`src/rtl/dsl_pkg.sv`:
```
// Shared definitions for the deep-sleep timer controller.
// Assumes the register port addresses are 3 bits wide.
package dsl_pkg;
    typedef enum logic [1:0] {
        ST_AWAKE  = 2'd0,
        ST_SLEEP  = 2'd1,
        ST_WAKING = 2'd2
    } dsl_state_e;

    localparam logic [2:0] A_CTRL     = 3'd0;
    localparam logic [2:0] A_SLEEP_AT = 3'd1;
    localparam logic [2:0] A_WAKE_AT  = 3'd2;
    localparam logic [2:0] A_OSC_LEAD = 3'd3;
    localparam logic [2:0] A_TICKS    = 3'd4;
    localparam logic [2:0] A_EVTIME   = 3'd5;
    localparam logic [2:0] A_FLAGS    = 3'd6;

    localparam int B_TMR_EN = 0;
    localparam int B_CLKREQ = 1;
    localparam int B_ARM    = 2;

    localparam int F_FIN  = 0;
    localparam int F_WOKE = 1;
    localparam int F_PEND = 2;

    localparam int US_MUL   = 15625;
    localparam int US_SHIFT = 9;
    localparam int US_MUL_W = 14;
endpackage

```
`src/rtl/dsl_tick_counter.sv`:
```
// Free-running slow tick counter.
// Steps on tick_i while enabled, wraps modulo 2^CNT_W.
// step_o pulses in the cycle after each change, when cnt_o already holds the new value.
module dsl_tick_counter #(
    parameter int CNT_W = 24
) (
    input  logic             clk,
    input  logic             rst_n,
    input  logic             en_i,
    input  logic             tick_i,
    output logic [CNT_W-1:0] cnt_o,
    output logic             step_o
);
    // Count enabled ticks and flag each new value for one clock
    always_ff @(posedge clk) begin
        if (!rst_n) begin
            cnt_o  <= '0;
            step_o <= 1'b0;
        end else begin
            step_o <= en_i && tick_i;
            if (en_i && tick_i) cnt_o <= cnt_o + 1'b1;
        end
    end
endmodule

```
`src/rtl/dsl_span_conv.sv`:
```
// Converts a tick span to microseconds: (span*15625)>>9.
// A zero difference means a full counter turn of 2^CNT_W ticks.
// Purely combinational.
module dsl_span_conv
    import dsl_pkg::*;
#(
    parameter int CNT_W = 24,
    parameter int EVT_W = 32
) (
    input  logic [CNT_W-1:0] diff_i,
    output logic [EVT_W-1:0] us_o
);
    localparam int PROD_W = CNT_W + 1 + US_MUL_W;

    logic [CNT_W:0]    span;
    logic [PROD_W-1:0] prod;

    // Widen the span, multiply by the tick-to-microsecond ratio, then scale down
    always_comb begin
        span = (diff_i == '0) ? {1'b1, {CNT_W{1'b0}}} : {1'b0, diff_i};
        prod = PROD_W'(span) * PROD_W'(US_MUL);
        us_o = EVT_W'(prod >> US_SHIFT);
    end
endmodule

```
`src/rtl/dsl_sleep_seq.sv`:
```
// Sleep sequencer: enters sleep on the sleep compare and leaves on the wake compare.
// Leaving also waits for oscillator ready. After a wake it holds a finished window
// of FIN_TICKS ticks; a sleep compare inside that window is deferred.
// Assumes step_i marks the cycle in which cnt_i has just taken a new value.
module dsl_sleep_seq
    import dsl_pkg::*;
#(
    parameter int CNT_W     = 24,
    parameter int FIN_TICKS = 2
) (
    input  logic             clk,
    input  logic             rst_n,
    input  logic             step_i,
    input  logic [CNT_W-1:0] cnt_i,
    input  logic [CNT_W-1:0] sleep_at_i,
    input  logic [CNT_W-1:0] wake_at_i,
    input  logic [CNT_W-1:0] lead_i,
    input  logic             gate_ok_i,
    input  logic             osc_rdy_i,
    output logic             sleep_o,
    output logic             osc_en_o,
    output logic             fin_o,
    output logic             pend_o,
    output logic             wake_evt_o
);
    localparam int FW = $clog2(FIN_TICKS + 1);

    dsl_state_e      st;
    logic [FW-1:0]   fcnt;
    logic            sleep_hit;
    logic            wake_hit;
    logic            lead_hit;
    logic [CNT_W-1:0] lead_pt;

    // Compare events, qualified by a fresh counter value
    always_comb begin
        lead_pt   = wake_at_i - lead_i;
        sleep_hit = step_i && (cnt_i == sleep_at_i);
        wake_hit  = step_i && (cnt_i == wake_at_i);
        lead_hit  = step_i && (cnt_i == lead_pt);
    end

    assign sleep_o = (st != ST_AWAKE);

    // State, oscillator request, finished window and deferred entry
    always_ff @(posedge clk) begin
        if (!rst_n) begin
            st         <= ST_AWAKE;
            osc_en_o   <= 1'b1;
            fin_o      <= 1'b0;
            fcnt       <= '0;
            pend_o     <= 1'b0;
            wake_evt_o <= 1'b0;
        end else begin
            wake_evt_o <= 1'b0;
            if (fin_o && step_i) begin
                if (fcnt == FW'(FIN_TICKS - 1)) begin
                    fin_o <= 1'b0;
                    fcnt  <= '0;
                end else begin
                    fcnt <= fcnt + 1'b1;
                end
            end
            case (st)
                ST_AWAKE: begin
                    if (!gate_ok_i) begin
                        pend_o <= 1'b0;
                    end else if (sleep_hit && fin_o) begin
                        pend_o <= 1'b1;
                    end else if (sleep_hit || (pend_o && !fin_o)) begin
                        st       <= ST_SLEEP;
                        osc_en_o <= 1'b0;
                        pend_o   <= 1'b0;
                    end
                end
                ST_SLEEP: begin
                    if (wake_hit) begin
                        st       <= ST_WAKING;
                        osc_en_o <= 1'b1;
                    end else if (lead_hit) begin
                        osc_en_o <= 1'b1;
                    end
                end
                ST_WAKING: begin
                    if (osc_rdy_i) begin
                        st         <= ST_AWAKE;
                        fin_o      <= 1'b1;
                        fcnt       <= '0;
                        wake_evt_o <= 1'b1;
                    end
                end
                default: st <= ST_AWAKE;
            endcase
        end
    end
endmodule

```
`src/rtl/dsleep_ctrl.sv`:
```
// Deep-sleep timer controller top: register file, tick counter, sleep sequencer
// and event-time credit.
// Assumes CNT_W and EVT_W do not exceed DATA_W, and that tick_i is a one-clock strobe.
module dsleep_ctrl
    import dsl_pkg::*;
#(
    parameter int CNT_W     = 24,
    parameter int EVT_W     = 32,
    parameter int LEAD_W    = 8,
    parameter int FIN_TICKS = 2,
    parameter int DATA_W    = 32
) (
    input  logic              clk,
    input  logic              rst_n,
    input  logic              tick_i,
    input  logic              wr_en_i,
    input  logic [2:0]        wr_addr_i,
    input  logic [DATA_W-1:0] wr_data_i,
    input  logic [2:0]        rd_addr_i,
    output logic [DATA_W-1:0] rd_data_o,
    input  logic              osc_rdy_i,
    output logic              osc_en_o,
    output logic              sleep_o,
    output logic              finished_o
);
    logic              tmr_en;
    logic              clkreq;
    logic              arm;
    logic [CNT_W-1:0]  sleep_at;
    logic [CNT_W-1:0]  wake_at;
    logic [LEAD_W-1:0] osc_lead;
    logic [EVT_W-1:0]  evtime;
    logic              woke;
    logic [CNT_W-1:0]  cnt;
    logic              step;
    logic              pend;
    logic              wake_evt;
    logic [EVT_W-1:0]  credit;
    logic              gate_ok;

    assign gate_ok = tmr_en && clkreq && arm;

    dsl_tick_counter #(.CNT_W(CNT_W)) u_cnt (
        .clk    (clk),
        .rst_n  (rst_n),
        .en_i   (tmr_en),
        .tick_i (tick_i),
        .cnt_o  (cnt),
        .step_o (step)
    );

    dsl_sleep_seq #(.CNT_W(CNT_W), .FIN_TICKS(FIN_TICKS)) u_seq (
        .clk        (clk),
        .rst_n      (rst_n),
        .step_i     (step),
        .cnt_i      (cnt),
        .sleep_at_i (sleep_at),
        .wake_at_i  (wake_at),
        .lead_i     (CNT_W'(osc_lead)),
        .gate_ok_i  (gate_ok),
        .osc_rdy_i  (osc_rdy_i),
        .sleep_o    (sleep_o),
        .osc_en_o   (osc_en_o),
        .fin_o      (finished_o),
        .pend_o     (pend),
        .wake_evt_o (wake_evt)
    );

    dsl_span_conv #(.CNT_W(CNT_W), .EVT_W(EVT_W)) u_conv (
        .diff_i (wake_at - sleep_at),
        .us_o   (credit)
    );

    // Software-written control and target registers
    always_ff @(posedge clk) begin
        if (!rst_n) begin
            tmr_en   <= 1'b0;
            clkreq   <= 1'b0;
            arm      <= 1'b0;
            sleep_at <= '0;
            wake_at  <= '0;
            osc_lead <= '0;
        end else if (wr_en_i) begin
            case (wr_addr_i)
                A_CTRL: begin
                    tmr_en <= wr_data_i[B_TMR_EN];
                    clkreq <= wr_data_i[B_CLKREQ];
                    arm    <= wr_data_i[B_ARM];
                end
                A_SLEEP_AT: sleep_at <= wr_data_i[CNT_W-1:0];
                A_WAKE_AT:  wake_at  <= wr_data_i[CNT_W-1:0];
                A_OSC_LEAD: osc_lead <= wr_data_i[LEAD_W-1:0];
                default: ;
            endcase
        end
    end

    // Event time: credited on wake, otherwise loadable by software
    always_ff @(posedge clk) begin
        if (!rst_n) begin
            evtime <= '0;
        end else if (wake_evt) begin
            evtime <= evtime + credit;
        end else if (wr_en_i && wr_addr_i == A_EVTIME) begin
            evtime <= wr_data_i[EVT_W-1:0];
        end
    end

    // Wake flag: set by hardware, write-one-to-clear
    always_ff @(posedge clk) begin
        if (!rst_n) begin
            woke <= 1'b0;
        end else if (wake_evt) begin
            woke <= 1'b1;
        end else if (wr_en_i && wr_addr_i == A_FLAGS && wr_data_i[F_WOKE]) begin
            woke <= 1'b0;
        end
    end

    // Read multiplexer
    always_comb begin
        rd_data_o = '0;
        case (rd_addr_i)
            A_CTRL: begin
                rd_data_o[B_TMR_EN] = tmr_en;
                rd_data_o[B_CLKREQ] = clkreq;
                rd_data_o[B_ARM]    = arm;
            end
            A_SLEEP_AT: rd_data_o[CNT_W-1:0]  = sleep_at;
            A_WAKE_AT:  rd_data_o[CNT_W-1:0]  = wake_at;
            A_OSC_LEAD: rd_data_o[LEAD_W-1:0] = osc_lead;
            A_TICKS:    rd_data_o[CNT_W-1:0]  = cnt;
            A_EVTIME:   rd_data_o[EVT_W-1:0]  = evtime;
            A_FLAGS: begin
                rd_data_o[F_FIN]  = finished_o;
                rd_data_o[F_WOKE] = woke;
                rd_data_o[F_PEND] = pend;
            end
            default: ;
        endcase
    end
endmodule

```
`config.mk`:
```
export PLATFORM = sky130hd
export DESIGN_NAME = dsleep_ctrl
export DESIGN_NICKNAME = d
export VERILOG_FILES = /design/src/rtl/dsl_pkg.sv /design/src/rtl/dsl_tick_counter.sv /design/src/rtl/dsl_span_conv.sv /design/src/rtl/dsl_sleep_seq.sv /design/src/rtl/dsleep_ctrl.sv
export SDC_FILE = /design/constraint.sdc
export NUM_CORES = 1
export LEC_CHECK = 0
export ABC_CLOCK_PERIOD_IN_PS = 10250
export BUFFER_PORTS_ARGS = -buffer_cell sky130_fd_sc_hd__buf_2
export CORE_AREA = 3 3 215 217
export CTS_CLUSTER_SIZE = 24
export DETAILED_ROUTE_END_ITERATION = 10
export DIE_AREA = 0 0 218 220
export GPL_TIMING_DRIVEN = 0
export PLACE_DENSITY = 0.57
export SYNTH_ARGS = -nofsm -noshare
export SYNTH_HDL_FRONTEND = slang
export SYNTH_SLANG_ARGS = --single-unit
```
`constraint.sdc`:
```
create_clock -name clk -period 10.25 [get_ports clk]
set_clock_uncertainty 0.1 [all_clocks]
set_input_delay 2.05 -clock clk [delete_from_list [all_inputs] [get_ports clk]]
set_output_delay 2.05 -clock clk [all_outputs]
set_load 0.05 [all_outputs]
```
==> metrics.txt <==
Final Cycle Share=95.07%; Row Count=77; CTS tree=yes; layout cells sized above 1=8.416%; f_max=102.6 MHz; CTS Sinks=125; Initial DRC Count=1177; Max Cap Viol=0; Synth warnings=0; Buf/Inv on CP=4; Synth Instances=1898; CP Capture Type=flip-flop; post-synth net total=2234; router iterations before antenna repair=5; Worst Max-Slew Pin Slew=1.234 ns; Seq/Total Area, Yosys=between 10% and 20%; register bit total from synthesis=~130; Top Usage Layer GRT=met2; outcome=finished clean; final hold violation count=0; GR Overflow Total=0; Slew headroom=16.68%; number of diodes=0; critical path fanouts, max=6; Syn Std Cell Area=15450 sq um; Via-to-Cell Ratio=5.447; storage element area=around 2500 sq um; most common cell after layout, fill and taps aside=nand2_1; Post-synth EDFFs=0; syn avg cell area=8.141 sq um; Crit path arrival time=9.93 ns; H-tree depth=4; ys async rst share=0%; vias in the first global route=13430; wire per inst=19.01 microns; die area=approximately 48000 sq um; RSZ-0062 raised after global routing=false; CTS clock-pin slew for the worst setup and hold paths=0.06 ns; area of the multi-input gates=12090 sq um; max incr delay on CP=0.56 ns; most frequent cells in the layout=nand2_1 (203), ha_1 (194), inv_1 (174); die height=220 microns; Netlist cell types=80; Setup violations, final=0; hpwl dp=a little over 40000 microns; core area=44320 sq um; port buffer count=between 70 and 80; Antenna Nets Post-Route=0; CTS Buf Count=17; Final #Nets=2331; largest net degree at the start of global routing=17; CP Class=flip-flop to flip-flop; first-pass GRT wire length=approximately 77000 microns; fillcell total=between 4000 and 5000; DRC=0; final wirelength=49430 microns; required time of the critical path=10.44 ns; clock buffer depth=2; startpoint types=flip-flop; GR Util All Layers=20.65%; top_reg_cell synth=dfxtp_1; slowest stage cell, crit path=fa_1; final worst path period need=9.744 ns; met2 global-route usage=32.50%; met3 Use GR=3.916%; HP Class=flip-flop to flip-flop; share of the core filled with cells=about two fifths; Die W=between 200 and 250 microns; met1 Use GR=29.55%; initial antenna violation count=2; worst-skew pair later-pin latency=0.44 ns; root buffer cell=clkbuf_16; Syn-to-layout area delta=11.68%; Initial Util=34.87%; io pins=slightly below 80; DR vias=around 14000; Slew Limit Fails=0; GP Congestion=between 0.9 and 1; cell family with most CP delay=adder cells
## through the flow
| stage | hold WS (ns) | instances | area [sq um] | setup TNS, ns | setup slack (ns) |
|---|---|---|---|---|---|
| 2_1_floorplan | 0.3065 | 1898 | 15450 | 0 | 1.241 |
| 3_3_place_gp | 0.3158 | 2565 | 16570 | -0.9700 | -0.2957 |
| 3_5_place_dp | 0.3321 | 2565 | 16570 | -1.894 | -0.4250 |
| 4_1_cts | 0.3404 | 2597 | 17160 | 0 | 0.09989 |
| 5_1_grt | 0.3711 | 2600 | 17260 | 0 | 0.01883 |
| 6_report | 0.3443 | 2600 | 17260 | 0 | 0.5056 |
## sequential cells by signal, indices dropped and copies added, names as in the netlist, 2 cells and up
| signal | flops |
|---|---|
| osc_lead | 8 |
| evtime | 32 |
| u_seq.fcnt | 2 |
| wake_at | 24 |
| u_seq.st | 2 |
| sleep_at | 24 |
| u_cnt.cnt_o | 24 |
## cell usage after synthesis (6+ instances only)
cell type    n  area, sq um
a211oi_1    20        150.1
a21o_1      32        240.2
a21oi_1    151        755.7
a22oi_1     21        157.7
a31oi_1      9        56.30
and2_1      12        75.07
and3_1      31        193.9
buf_1        8        30.03
clkbuf_1    77        289.0
dfxtp_1    125         2502
fa_1        99         1982
ha_1       194         2427
inv_1      174        653.1
mux2_2      23        259.0
mux2i_1     49        490.5
nand2_1    203        762.0
nand2b_1    12        75.07
nand3_1     35        175.2
nand4_1     16        100.1
nor2_1     147        551.8
nor2b_1     19        118.9
nor3_1      27        135.1
nor3b_1      6        45.04
nor4_1      15        93.84
o211ai_1     9        67.56
o21a_1       9        67.56
o21ai_0     67        335.3
o21bai_1     9        67.56
o22ai_1     18        112.6
o311ai_0     6        52.55
or2_2       10        62.56
or3_1        8        50.05
or4_1        7        52.55
xnor2_1     90        788.3
xor2_1      63        551.8
## cells by family (layout without fill, tap and decap cells)
kind of cell	count (synthesis)	after routing	synth area share [%]
xor+xnor	154	154	8.777
compound gates	422	422	17.64
fa+ha+maj	293	293	28.53
flops	125	125	16.19
other cells	1	1	0.02427
buf+inv	260	370	6.316
mux	74	74	5.142
simple gates	569	569	17.37
## routing by layer
layer / share of wire, % / vias up
li1: - / 6811
met1: 48 / 6885
met2: 44 / 417
met3: 6.9 / 48
met4: 1.6 / 2
met5: 0.014 / -
## path summary, 6_finish.rpt
| path | cells past startpoint | slack (ns) | start | endpoint |
|---|---|---|---|---|
| worst max register to register | 33 | 0.51 | wake_at[0] | evtime[30] |
| worst min-delay path | 2 | 0.34 | u_seq.fcnt[1] | u_seq.fcnt[1] |
| worst max-delay path | 33 | 0.51 | wake_at[0] | evtime[30] |
| worst min register to register | 2 | 0.34 | u_seq.fcnt[1] | u_seq.fcnt[1] |
## what timing repair did
item                                   in CTS  in global routing
gates resized for setup                     5                 14
setup endpoints to repair                   7                  7
hold buffers                                0                  0
cloned                                      0                  0
pin swaps                                   0                  3
endpoints found under the hold margin       0                  0
setup buffers                               0                  3
## final cells by class
cell class	instances	share of cell area [%]
Clock buffer	26	2.835
Sequential cell	125	14.50
Timing Repair Buffer	78	2.306
Buffer	85	1.849
Tap cell	592	4.292
Multi-Input combinational cell	1513	70.06
Clock inverter	6	0.3480
Inverter	175	3.806
## worst min-delay path, delay by kind of cell (launching register included)
family | cells | cell delay (ns)
simple gates | 2 | 0.09
flops | 1 | 0.31
Power is not shown: default switching activity piles up to over one toggle a cycle in this logic, so the estimate is an artifact.
